File: config.mk
export PLATFORM = sky130hd
export DESIGN_NAME = tmr_chan
export DESIGN_NICKNAME = d
export VERILOG_FILES = /design/src/rtl/tmr_chan_pkg.sv /design/src/rtl/tmr_chan_sync.sv /design/src/rtl/tmr_chan_match.sv /design/src/rtl/tmr_chan_pin.sv /design/src/rtl/tmr_chan_regs.sv /design/src/rtl/tmr_chan.sv
export SDC_FILE = /design/constraint.sdc
export NUM_CORES = 1
export LEC_CHECK = 0
export CORE_MARGIN = 8
export CORE_UTILIZATION = 62
export CTS_CLUSTER_SIZE = 20
export DETAILED_ROUTE_END_ITERATION = 6
export DONT_BUFFER_PORTS = 1
export MAX_ROUTING_LAYER = met4
export PLACE_DENSITY_LB_ADDON = 0.3
export SETUP_SLACK_MARGIN = 0.1
export SLEW_MARGIN = 10
export SYNTH_ARGS = -nofsm -noshare
export SYNTH_HDL_FRONTEND = slang
export SYNTH_SLANG_ARGS = --single-unit
File: constraint.sdc
create_clock -name clk -period 3.3 [get_ports clk]
set_clock_uncertainty 0.2 [all_clocks]
set_input_delay 0.99 -clock clk [delete_from_list [all_inputs] [get_ports clk]]
set_output_delay 0.99 -clock clk [all_outputs]
set_load 0.02 [all_outputs]
File: src/rtl/tmr_chan_pkg.sv
// Shared types for the timer channel: configuration fields, decoded
// operation and register selects. Assumes counter width of at least 8.
package tmr_chan_pkg;

    localparam int CFG_W    = 5;
    localparam int FLAG_BIT = 7;
    localparam logic SEL_CTL = 1'b0;
    localparam logic SEL_VAL = 1'b1;

    typedef struct packed {
        logic       ctr;   // centre-aligned select
        logic [1:0] mode;  // mode bits
        logic [1:0] lvl;   // edge / pin-action bits
    } chan_cfg_t;

    typedef enum logic [2:0] {
        OP_IDLE,
        OP_CAPT,
        OP_OCMP,
        OP_EPWM,
        OP_CPWM
    } chan_op_e;

    // Map configuration bits to the channel operation.
    function automatic chan_op_e decode_op(input chan_cfg_t c);
        chan_op_e op;
        if (c.ctr)
            op = OP_CPWM;
        else if (c.mode == 2'b00)
            op = (c.lvl == 2'b00) ? OP_IDLE : OP_CAPT;
        else if (c.mode == 2'b01)
            op = OP_OCMP;
        else
            op = OP_EPWM;
        return op;
    endfunction

endpackage

File: src/rtl/tmr_chan_sync.sv
// Input synchronizer and edge detector.
// Passes the asynchronous pin through STAGES flops, keeps one more sample
// and flags rising/falling edges of the synchronized level.
// Assumes STAGES >= 2.
module tmr_chan_sync #(
    parameter int STAGES = 2
) (
    input  logic clk,
    input  logic rst_n,
    input  logic pin_in,
    output logic rise,
    output logic fall
);
    localparam int DEPTH = STAGES + 1;

    logic [DEPTH-1:0] chain;

    // First flop samples the raw pin.
    always_ff @(posedge clk) begin
        if (!rst_n) chain[0] <= 1'b0;
        else        chain[0] <= pin_in;
    end

    // Remaining flops: synchronizer stages plus one history sample.
    for (genvar g = 1; g < DEPTH; g++) begin : g_stage
        always_ff @(posedge clk) begin
            if (!rst_n) chain[g] <= 1'b0;
            else        chain[g] <= chain[g-1];
        end
    end

    assign rise = chain[STAGES-1] & ~chain[STAGES];
    assign fall = ~chain[STAGES-1] & chain[STAGES];

    assert_edge_excl_R1: assert property (@(posedge clk) disable iff (!rst_n)
        !(rise && fall));

endmodule

File: src/rtl/tmr_chan_match.sv
// Counter arrival detector.
// Remembers the previous counter value so a match or zero fires only in
// the cycle the counter arrives, not while it holds.
module tmr_chan_match #(
    parameter int CNT_W = 16
) (
    input  logic             clk,
    input  logic             rst_n,
    input  logic [CNT_W-1:0] cnt_val,
    input  logic [CNT_W-1:0] match_val,
    output logic             match_evt,
    output logic             zero_evt
);
    logic [CNT_W-1:0] cnt_q;
    logic             arrived;

    // Track the counter of the previous cycle.
    always_ff @(posedge clk) begin
        if (!rst_n) cnt_q <= '0;
        else        cnt_q <= cnt_val;
    end

    assign arrived   = (cnt_val != cnt_q);
    assign match_evt = arrived && (cnt_val == match_val);
    assign zero_evt  = arrived && (cnt_val == '0);

    assert_no_repeat_match_R8: assert property (@(posedge clk) disable iff (!rst_n)
        match_evt |=> (!match_evt || !$stable(cnt_val)));

endmodule

File: src/rtl/tmr_chan_pin.sv
// Pin output controller.
// Applies the compare / PWM pin action on match and zero events, and
// drives the output-enable from the configuration. Holds the pin level
// in released and capture operation.
module tmr_chan_pin
    import tmr_chan_pkg::*;
(
    input  logic       clk,
    input  logic       rst_n,
    input  chan_op_e   op,
    input  logic [1:0] lvl,
    input  logic       match_evt,
    input  logic       zero_evt,
    input  logic       cnt_down,
    output logic       pin_out,
    output logic       pin_oe
);
    logic pin_q;
    logic pin_nxt;

    // Next pin level from the operation and this cycle's events.
    always_comb begin
        pin_nxt = pin_q;
        unique case (op)
            OP_OCMP: begin
                if (match_evt) begin
                    unique case (lvl)
                        2'b01:   pin_nxt = ~pin_q;
                        2'b10:   pin_nxt = 1'b0;
                        2'b11:   pin_nxt = 1'b1;
                        default: pin_nxt = pin_q;
                    endcase
                end
            end
            OP_EPWM: begin
                if (lvl != 2'b00) begin
                    if (match_evt)     pin_nxt = lvl[0];
                    else if (zero_evt) pin_nxt = ~lvl[0];
                end
            end
            OP_CPWM: begin
                if (lvl != 2'b00 && match_evt)
                    pin_nxt = cnt_down ? ~lvl[0] : lvl[0];
            end
            default: pin_nxt = pin_q;
        endcase
    end

    // Pin level register.
    always_ff @(posedge clk) begin
        if (!rst_n) pin_q <= 1'b0;
        else        pin_q <= pin_nxt;
    end

    assign pin_out = pin_q;
    assign pin_oe  = (lvl != 2'b00) &&
                     (op == OP_OCMP || op == OP_EPWM || op == OP_CPWM);

    assert_released_hold_R2: assert property (@(posedge clk) disable iff (!rst_n)
        (lvl == 2'b00) |=> $stable(pin_q));

    assert_oc_toggle_R3: assert property (@(posedge clk) disable iff (!rst_n)
        (op == OP_OCMP && lvl == 2'b01 && match_evt) |=> (pin_q != $past(pin_q)));

    assert_epwm_high_clear_R4: assert property (@(posedge clk) disable iff (!rst_n)
        (op == OP_EPWM && lvl == 2'b10 && match_evt) |=> !pin_q);

    assert_cpwm_down_high_R5: assert property (@(posedge clk) disable iff (!rst_n)
        (op == OP_CPWM && lvl == 2'b10 && match_evt && cnt_down) |=> pin_q);

endmodule

File: src/rtl/tmr_chan_regs.sv
// Channel register file: configuration, channel value and event flag.
// A capture takes priority over a software write of the channel value;
// a new event takes priority over a write-1 flag clear.
module tmr_chan_regs
    import tmr_chan_pkg::*;
#(
    parameter int CNT_W = 16
) (
    input  logic             clk,
    input  logic             rst_n,
    input  logic             wr_en,
    input  logic             sel,
    input  logic [CNT_W-1:0] wdata,
    input  logic             capt_evt,
    input  logic             chan_evt,
    input  logic [CNT_W-1:0] cnt_val,
    output chan_cfg_t        cfg,
    output logic [CNT_W-1:0] value,
    output logic             flag,
    output logic [CNT_W-1:0] rdata
);
    localparam int PAD_W = CNT_W - 8;

    chan_cfg_t        cfg_q;
    logic [CNT_W-1:0] value_q;
    logic             flag_q;
    logic             wr_ctl;
    logic             wr_val;

    assign wr_ctl = wr_en && (sel == SEL_CTL);
    assign wr_val = wr_en && (sel == SEL_VAL);

    // Configuration register.
    always_ff @(posedge clk) begin
        if (!rst_n)      cfg_q <= '0;
        else if (wr_ctl) cfg_q <= chan_cfg_t'(wdata[CFG_W-1:0]);
    end

    // Channel value: capture first, then software write.
    always_ff @(posedge clk) begin
        if (!rst_n)        value_q <= '0;
        else if (capt_evt) value_q <= cnt_val;
        else if (wr_val)   value_q <= wdata;
    end

    // Event flag: set by events, cleared by writing 1 to its bit.
    always_ff @(posedge clk) begin
        if (!rst_n)                        flag_q <= 1'b0;
        else if (chan_evt)                 flag_q <= 1'b1;
        else if (wr_ctl && wdata[FLAG_BIT]) flag_q <= 1'b0;
    end

    // Read mux for the selected entry.
    always_comb begin
        if (sel == SEL_VAL) rdata = value_q;
        else                rdata = {{PAD_W{1'b0}}, flag_q, 2'b00, cfg_q};
    end

    assign cfg   = cfg_q;
    assign value = value_q;
    assign flag  = flag_q;

    assert_capture_value_R1: assert property (@(posedge clk) disable iff (!rst_n)
        capt_evt |=> (value_q == $past(cnt_val)));

    assert_flag_on_event_R7: assert property (@(posedge clk) disable iff (!rst_n)
        chan_evt |=> flag_q);

    assert_reset_clears_R6: assert property (@(posedge clk)
        $rose(rst_n) |-> (value_q == '0 && cfg_q == '0));

endmodule

File: src/rtl/tmr_chan.sv
// Timer capture / compare / PWM channel top.
// Ties the input synchronizer, counter arrival detector, register file and
// pin controller together, and forms capture and event strobes from the
// decoded operation. Assumes the counter is produced outside the block.
module tmr_chan
    import tmr_chan_pkg::*;
#(
    parameter int CNT_W       = 16,
    parameter int SYNC_STAGES = 2
) (
    input  logic             clk,
    input  logic             rst_n,
    input  logic             reg_wr_en,
    input  logic             reg_sel,
    input  logic [CNT_W-1:0] reg_wdata,
    output logic [CNT_W-1:0] reg_rdata,
    input  logic [CNT_W-1:0] cnt_val,
    input  logic             cnt_down,
    input  logic             pin_in,
    output logic             pin_out,
    output logic             pin_oe,
    output logic             chan_flag
);
    chan_cfg_t        cfg;
    chan_op_e         op;
    logic [CNT_W-1:0] value;
    logic             rise;
    logic             fall;
    logic             match_evt;
    logic             zero_evt;
    logic             capt_evt;
    logic             chan_evt;

    tmr_chan_sync #(.STAGES(SYNC_STAGES)) sync_i (
        .clk    (clk),
        .rst_n  (rst_n),
        .pin_in (pin_in),
        .rise   (rise),
        .fall   (fall)
    );

    tmr_chan_match #(.CNT_W(CNT_W)) match_i (
        .clk       (clk),
        .rst_n     (rst_n),
        .cnt_val   (cnt_val),
        .match_val (value),
        .match_evt (match_evt),
        .zero_evt  (zero_evt)
    );

    tmr_chan_regs #(.CNT_W(CNT_W)) regs_i (
        .clk      (clk),
        .rst_n    (rst_n),
        .wr_en    (reg_wr_en),
        .sel      (reg_sel),
        .wdata    (reg_wdata),
        .capt_evt (capt_evt),
        .chan_evt (chan_evt),
        .cnt_val  (cnt_val),
        .cfg      (cfg),
        .value    (value),
        .flag     (chan_flag),
        .rdata    (reg_rdata)
    );

    tmr_chan_pin pin_i (
        .clk       (clk),
        .rst_n     (rst_n),
        .op        (op),
        .lvl       (cfg.lvl),
        .match_evt (match_evt),
        .zero_evt  (zero_evt),
        .cnt_down  (cnt_down),
        .pin_out   (pin_out),
        .pin_oe    (pin_oe)
    );

    // Decode the operation and form capture / event strobes.
    always_comb begin
        op       = decode_op(cfg);
        capt_evt = (op == OP_CAPT) &&
                   ((cfg.lvl[0] && rise) || (cfg.lvl[1] && fall));
        chan_evt = capt_evt ||
                   (match_evt && (op == OP_OCMP || op == OP_EPWM || op == OP_CPWM));
    end

    assert_capture_no_drive_R1: assert property (@(posedge clk) disable iff (!rst_n)
        (op == OP_CAPT) |-> !pin_oe);

endmodule

# ---- Word-level counts from Yosys, hierarchy flattened
# Cells that the tools add are included.
dict set report word_totals {
  in_bits 38
  reg_bits 42
  out_inout_bits 19
  word_cells 72
}
dict set report classes {
  bitwise_logic 7
  reduce_logical 23
  mux 17
  eq_ne 15
}
# cell n
set ops {}
lappend ops {{16-bit two-way mux} 3}
lappend ops {{16-bit equality test} 1}
lappend ops {{16-bit logical NOT} 1}
lappend ops {{16-bit inequality test} 1}
lappend ops {{1-bit logical AND} 11}
lappend ops {{1-bit two-way mux} 10}
lappend ops {{3-bit by 2-bit equality test with 1-bit output (second input constant)} 2}
lappend ops {{1-bit one-hot mux with 3 select lines} 2}
lappend ops {{6-bit AND reduction} 1}
lappend ops {{2-bit nonzero test} 3}
lappend ops {{1-bit inverter} 5}
lappend ops {{2-bit by 1-bit equality test with 1-bit output (second input constant)} 2}
lappend ops {{2-bit equality test (second input constant)} 2}
lappend ops {{2-bit logical NOT} 2}
lappend ops {{1-bit logical OR} 4}
lappend ops {{2-bit by 1-bit inequality test with 1-bit output (second input constant)} 2}
lappend ops {{4-bit by 1-bit inequality test with 1-bit output (second input constant)} 1}
lappend ops {{3-bit by 1-bit equality test with 1-bit output (second input constant)} 1}
lappend ops {{3-bit equality test (second input constant)} 1}
lappend ops {{3-bit two-way mux} 1}
lappend ops {{3-bit by 2-bit inequality test with 1-bit output (second input constant)} 1}
lappend ops {{3-bit nonzero test} 1}
lappend ops {{1-bit AND} 2}
lappend ops {{2-bit two-way mux} 1}
lappend ops {{2-bit inequality test (second input constant)} 1}

# ---- Logic depth before layout (Yosys ltp)
dict set report logic_depth {
  ltp_word 10
  depth_mapped 7
  ltp_nobuf 7
}

# ---- By module
# From an unflattened synthesis, not the netlist that was laid out.
dict set report hier_totals {
  cells_unflattened 246
  area_unflattened_um2 2159.6
}
# module area_each_um2 seq_area_each_um2 cells_per_inst n_inst
set modules_own_cells {}
lappend modules_own_cells {tmr_chan_regs 1056.0 440.4 130 1}
lappend modules_own_cells {tmr_chan_match 832.0 320.3 82 1}
lappend modules_own_cells {tmr_chan_pin 126.4 20.0 17 1}
lappend modules_own_cells {tmr_chan_sync 91.3 60.1 8 1}
lappend modules_own_cells {tmr_chan 53.8 0.0 9 1}

# ---- Worst setup path before layout
# No wires, ideal clock.
dict set report synth_timing {
  path_type {input to output}
  from {input reg_sel}
  to {output reg_rdata[0]}
  t_required_ns 2.110
  arrival_ns 1.861
  n_path_buf 2
  cell_stages 3
  path_slack_ns 0.249
  cell_sequence {clkbuf_1 clkbuf_1 o21ai_0}
}
dict set report synth_via {
  elab_chain_cells 1
}
# item line
set synth_lines {}
lappend synth_lines {{from (decl)} tmr_chan.sv:14} ;# input logic reg_sel,
lappend synth_lines {{16-bit two-way mux} tmr_chan_regs.sv:55} ;# if (sel == SEL_VAL) rdata = value_q;
lappend synth_lines {{to (decl)} tmr_chan.sv:16} ;# output logic [CNT_W-1:0] reg_rdata,
# Every way passes these cells.

# ---- Worst setup path in the final report
dict set report layout_timing {
  from {register regs_i.cfg_q, in the netlist regs_i.cfg[0]}
  to {output pin_oe}
}
dict set report layout_via {
  elab_chain_cells 8
  word_cells_on_any_way 11
  cone_classes {eq/ne (3); mux (3); reduce/logical (5)}
}
# item line
set layout_lines {}
lappend layout_lines {{from (decl)} tmr_chan_regs.sv:24} ;# chan_cfg_t cfg_q;
lappend layout_lines {{from (signal assigned)} tmr_chan_regs.sv:36} ;# else if (wr_ctl) cfg_q <= chan_cfg_t'(wdata[CFG_W-1:0]);
lappend layout_lines {{2-bit logical NOT} tmr_chan_pkg.sv:30} ;# op = (c.lvl == 2'b00) ? OP_IDLE : OP_CAPT;
lappend layout_lines {{1-bit two-way mux} tmr_chan_pkg.sv:30}
lappend layout_lines {{2-bit two-way mux} tmr_chan_pkg.sv:29} ;# else if (c.mode == 2'b00)
lappend layout_lines {{3-bit two-way mux} tmr_chan_pkg.sv:27} ;# if (c.ctr)
lappend layout_lines {{3-bit by 2-bit equality test with 1-bit output} tmr_chan_pin.sv:57} ;# (op == OP_OCMP || op == OP_EPWM || op == OP_CPWM);
lappend layout_lines {{1-bit logical OR (2 in a row)} tmr_chan_pin.sv:57}
lappend layout_lines {{1-bit logical AND *} tmr_chan_pin.sv:56} ;# assign pin_oe = (lvl != 2'b00) &&
lappend layout_lines {{to (decl)} tmr_chan.sv:21} ;# output logic pin_oe,
# Mark *: on every way between the ends. The rest lies on a longest branch, timed or not.

==> reports/metrics.yaml <==
track_usage_pct: 19.6
crit_arrival_ps: 1520
wl_mm: 5.13
hold_viol_final: 0
worstSetupStartpointType: "register"
h-tree-depth: 2
setup_ws_ps: 593
worstSkewPairLatency_ps: 360
start_util_pct: 64.2
dieArea_sq_um: 5590
fp-row-count: 21
synth-seq-area-share_pct: 39.3
crit_fanout: 5
n_antenna_cell: 0
required_ps: 2110
antenna_found_initial: 0
cts_hold_buf: 0
pre_cts_slack_ps: 594
drt_pass1_iterations: 4
maxCapViolations: 0
cp-end-kind: "output pin"
fin_crit_ps: 2710
final_common_cell: "dfxtp_1"
place_inst: 286
ir_drop_uv: 281
status: "finished, final reports clean"
leakage_nw: 0.822
worst_slew_pin_slew_ps: 672
drv_slew: 0
area_delta_synth_final_pct: 5.14
fin_util_pct: 67.5
io_buffers: 0
drt_iter0_markers: 92
viasPerCell: 5.86
yosysUniqueCellTypes: 31
dpl.hpwl_mm: 3.83
cts_sinks: 42
drtAntennaViolNets: 0
dr_total_vias: 1723
final-instance-count-excl-fill: 294
clock_path_buffers: 2
fmax_ghz: 0.369
grt_pass1_vias: 1651
cts_buffers: 5
io_pins: 57
post_drt_wl_per_cell_um: 17.4
drc_errors: 0
die_w_um: 74.8
finalCritPeriodShare_pct: 82.0
clkTransAtPathRegs_ps: 120
synthesis.nets: 291
drive_gt1_share_pct: 6.85
grt_max_degree: 38
die_h_um: 74.8
max_slew_margin_pct: 55.1
cts_resized: 0
synth_warnings: 0
rsz0062_at_grt: "false"
crit_type: "reg2out"
fin_hold_ws_ps: 250
synth_edf_count: 0
ys_ff_latch: 42
syn-cell-area_sq_um: 2140
setup_tns_ps: 0
hold_path_class: "reg2reg"
powerDensity_nw_per_um2: 440
setup_viol: 0
grt_pass1_wl_mm: 8.05
cts_tree: "built"
root_buffer: "clkbuf_4"
num-nets-final: 287
gp_congestion: 0.810
synthFlopType: "dfxtp_1"
ys_async_sr_fraction_pct: 0
synth_area_per_cell_sq_um: 8.53
syn_inst: 251
coreArea_sq_um: 3340
layout.cells.most_common_list: "42 x dfxtp_1, 28 x and2_1, 26 x nor2_1, 24 x nand2_1"
postCtsSetupBuffers: 0
grt_overflow_total: 0
## area by class of cell
cell class                      instances  area, sq um
Clock buffer                            6         41.3
Clock inverter                          2         37.5
Fill cell                             301         1080
Inverter                                4         15.0
Multi-Input combinational cell        190         1230
Sequential cell                        42          841
Tap cell                               46         57.6
Timing Repair Buffer                    4         30.0
## Yosys cell counts, drive strengths merged (2+ instances only)
library cell / count / area share [%]
nand2: 24 / 4.2
nand3: 17 / 4.0
xor2: 17 / 7.0
inv: 4 / 0.70
nor4: 7 / 2.7
clkbuf: 15 / 2.6
nand4: 5 / 1.5
mux2: 3 / 1.6
dfxtp: 42 / 39
nor2: 26 / 4.6
a311oi: 16 / 6.5
o211ai: 2 / 0.70
nor3: 2 / 0.47
nand3b: 3 / 1.1
a21oi: 4 / 0.93
and2: 29 / 8.5
xnor2: 16 / 6.5
ha: 2 / 1.2
mux2i: 2 / 0.93
o21ai: 6 / 1.4
## cells by family (layout without fill, tap and decap cells)
kind of cell	count (synthesis)	after routing	synth area share [%]
flops	42	42	39.3
mux	5	5	2.51
simple gates	118	118	28.8
compound gates	32	32	11.4
xor+xnor	33	33	13.5
fa+ha+maj	2	2	1.17
buf+inv	19	16	3.33
## final timing paths
kind,from,endpoint,slack [ps],cells after the start
setup / recovery,regs_i.cfg[0],pin_oe,590,3
hold / removal,sync_i.chain[0],sync_i.chain[1],250,1
setup reg to reg,regs_i.value[6],pin_i.pin_out,1280,6
hold reg to reg,sync_i.chain[0],sync_i.chain[1],250,1
## where the power goes
part / total (mW) / leakage (nW) / internal (mW) / switching [mW]
Clock: 0.333 / 0.0385 / 0.160 / 0.173
Combinational: 0.108 / 0.438 / 0.0530 / 0.0550
Sequential: 0.549 / 0.346 / 0.532 / 0.0178
Total: 0.990 / 0.822 / 0.744 / 0.246
## metal layers
metal | share of wire (%) | vias to the layer above | wire length, um | track usage, %
met5 | 0 | - | 0 | -
li1 | - | 860 | - | -
met3 | 6.7 | 8 | 344 | 6.13
met2 | 46 | 52 | 2340 | 28.8
met4 | 1.8 | 0 | 92 | 7.61
met1 | 46 | 803 | 2350 | 24.3
## sequential cells by signal, summed over array words and instances (netlist names)
name	cells
match_i.cnt_q	16
sync_i.chain	3
pin_i.pin_out	1
regs_i.cfg	5
regs_i.value	16
regs_i.flag	1
## worst max-delay path: stages (launching register included)
cell	delay, ps
dfxtp_1	430
inv_1	130
ha_1	240
nor2_1	360
## through the flow
stage,cell area (sq um),power [mW]
5_1_grt,2250,1.03
3_5_place_dp,2170,0.669
6_report,2250,0.990
2_1_floorplan,2140,0.657
3_3_place_gp,2170,0.666
4_1_cts,2250,0.994
(Power assumes the default switching activity.)
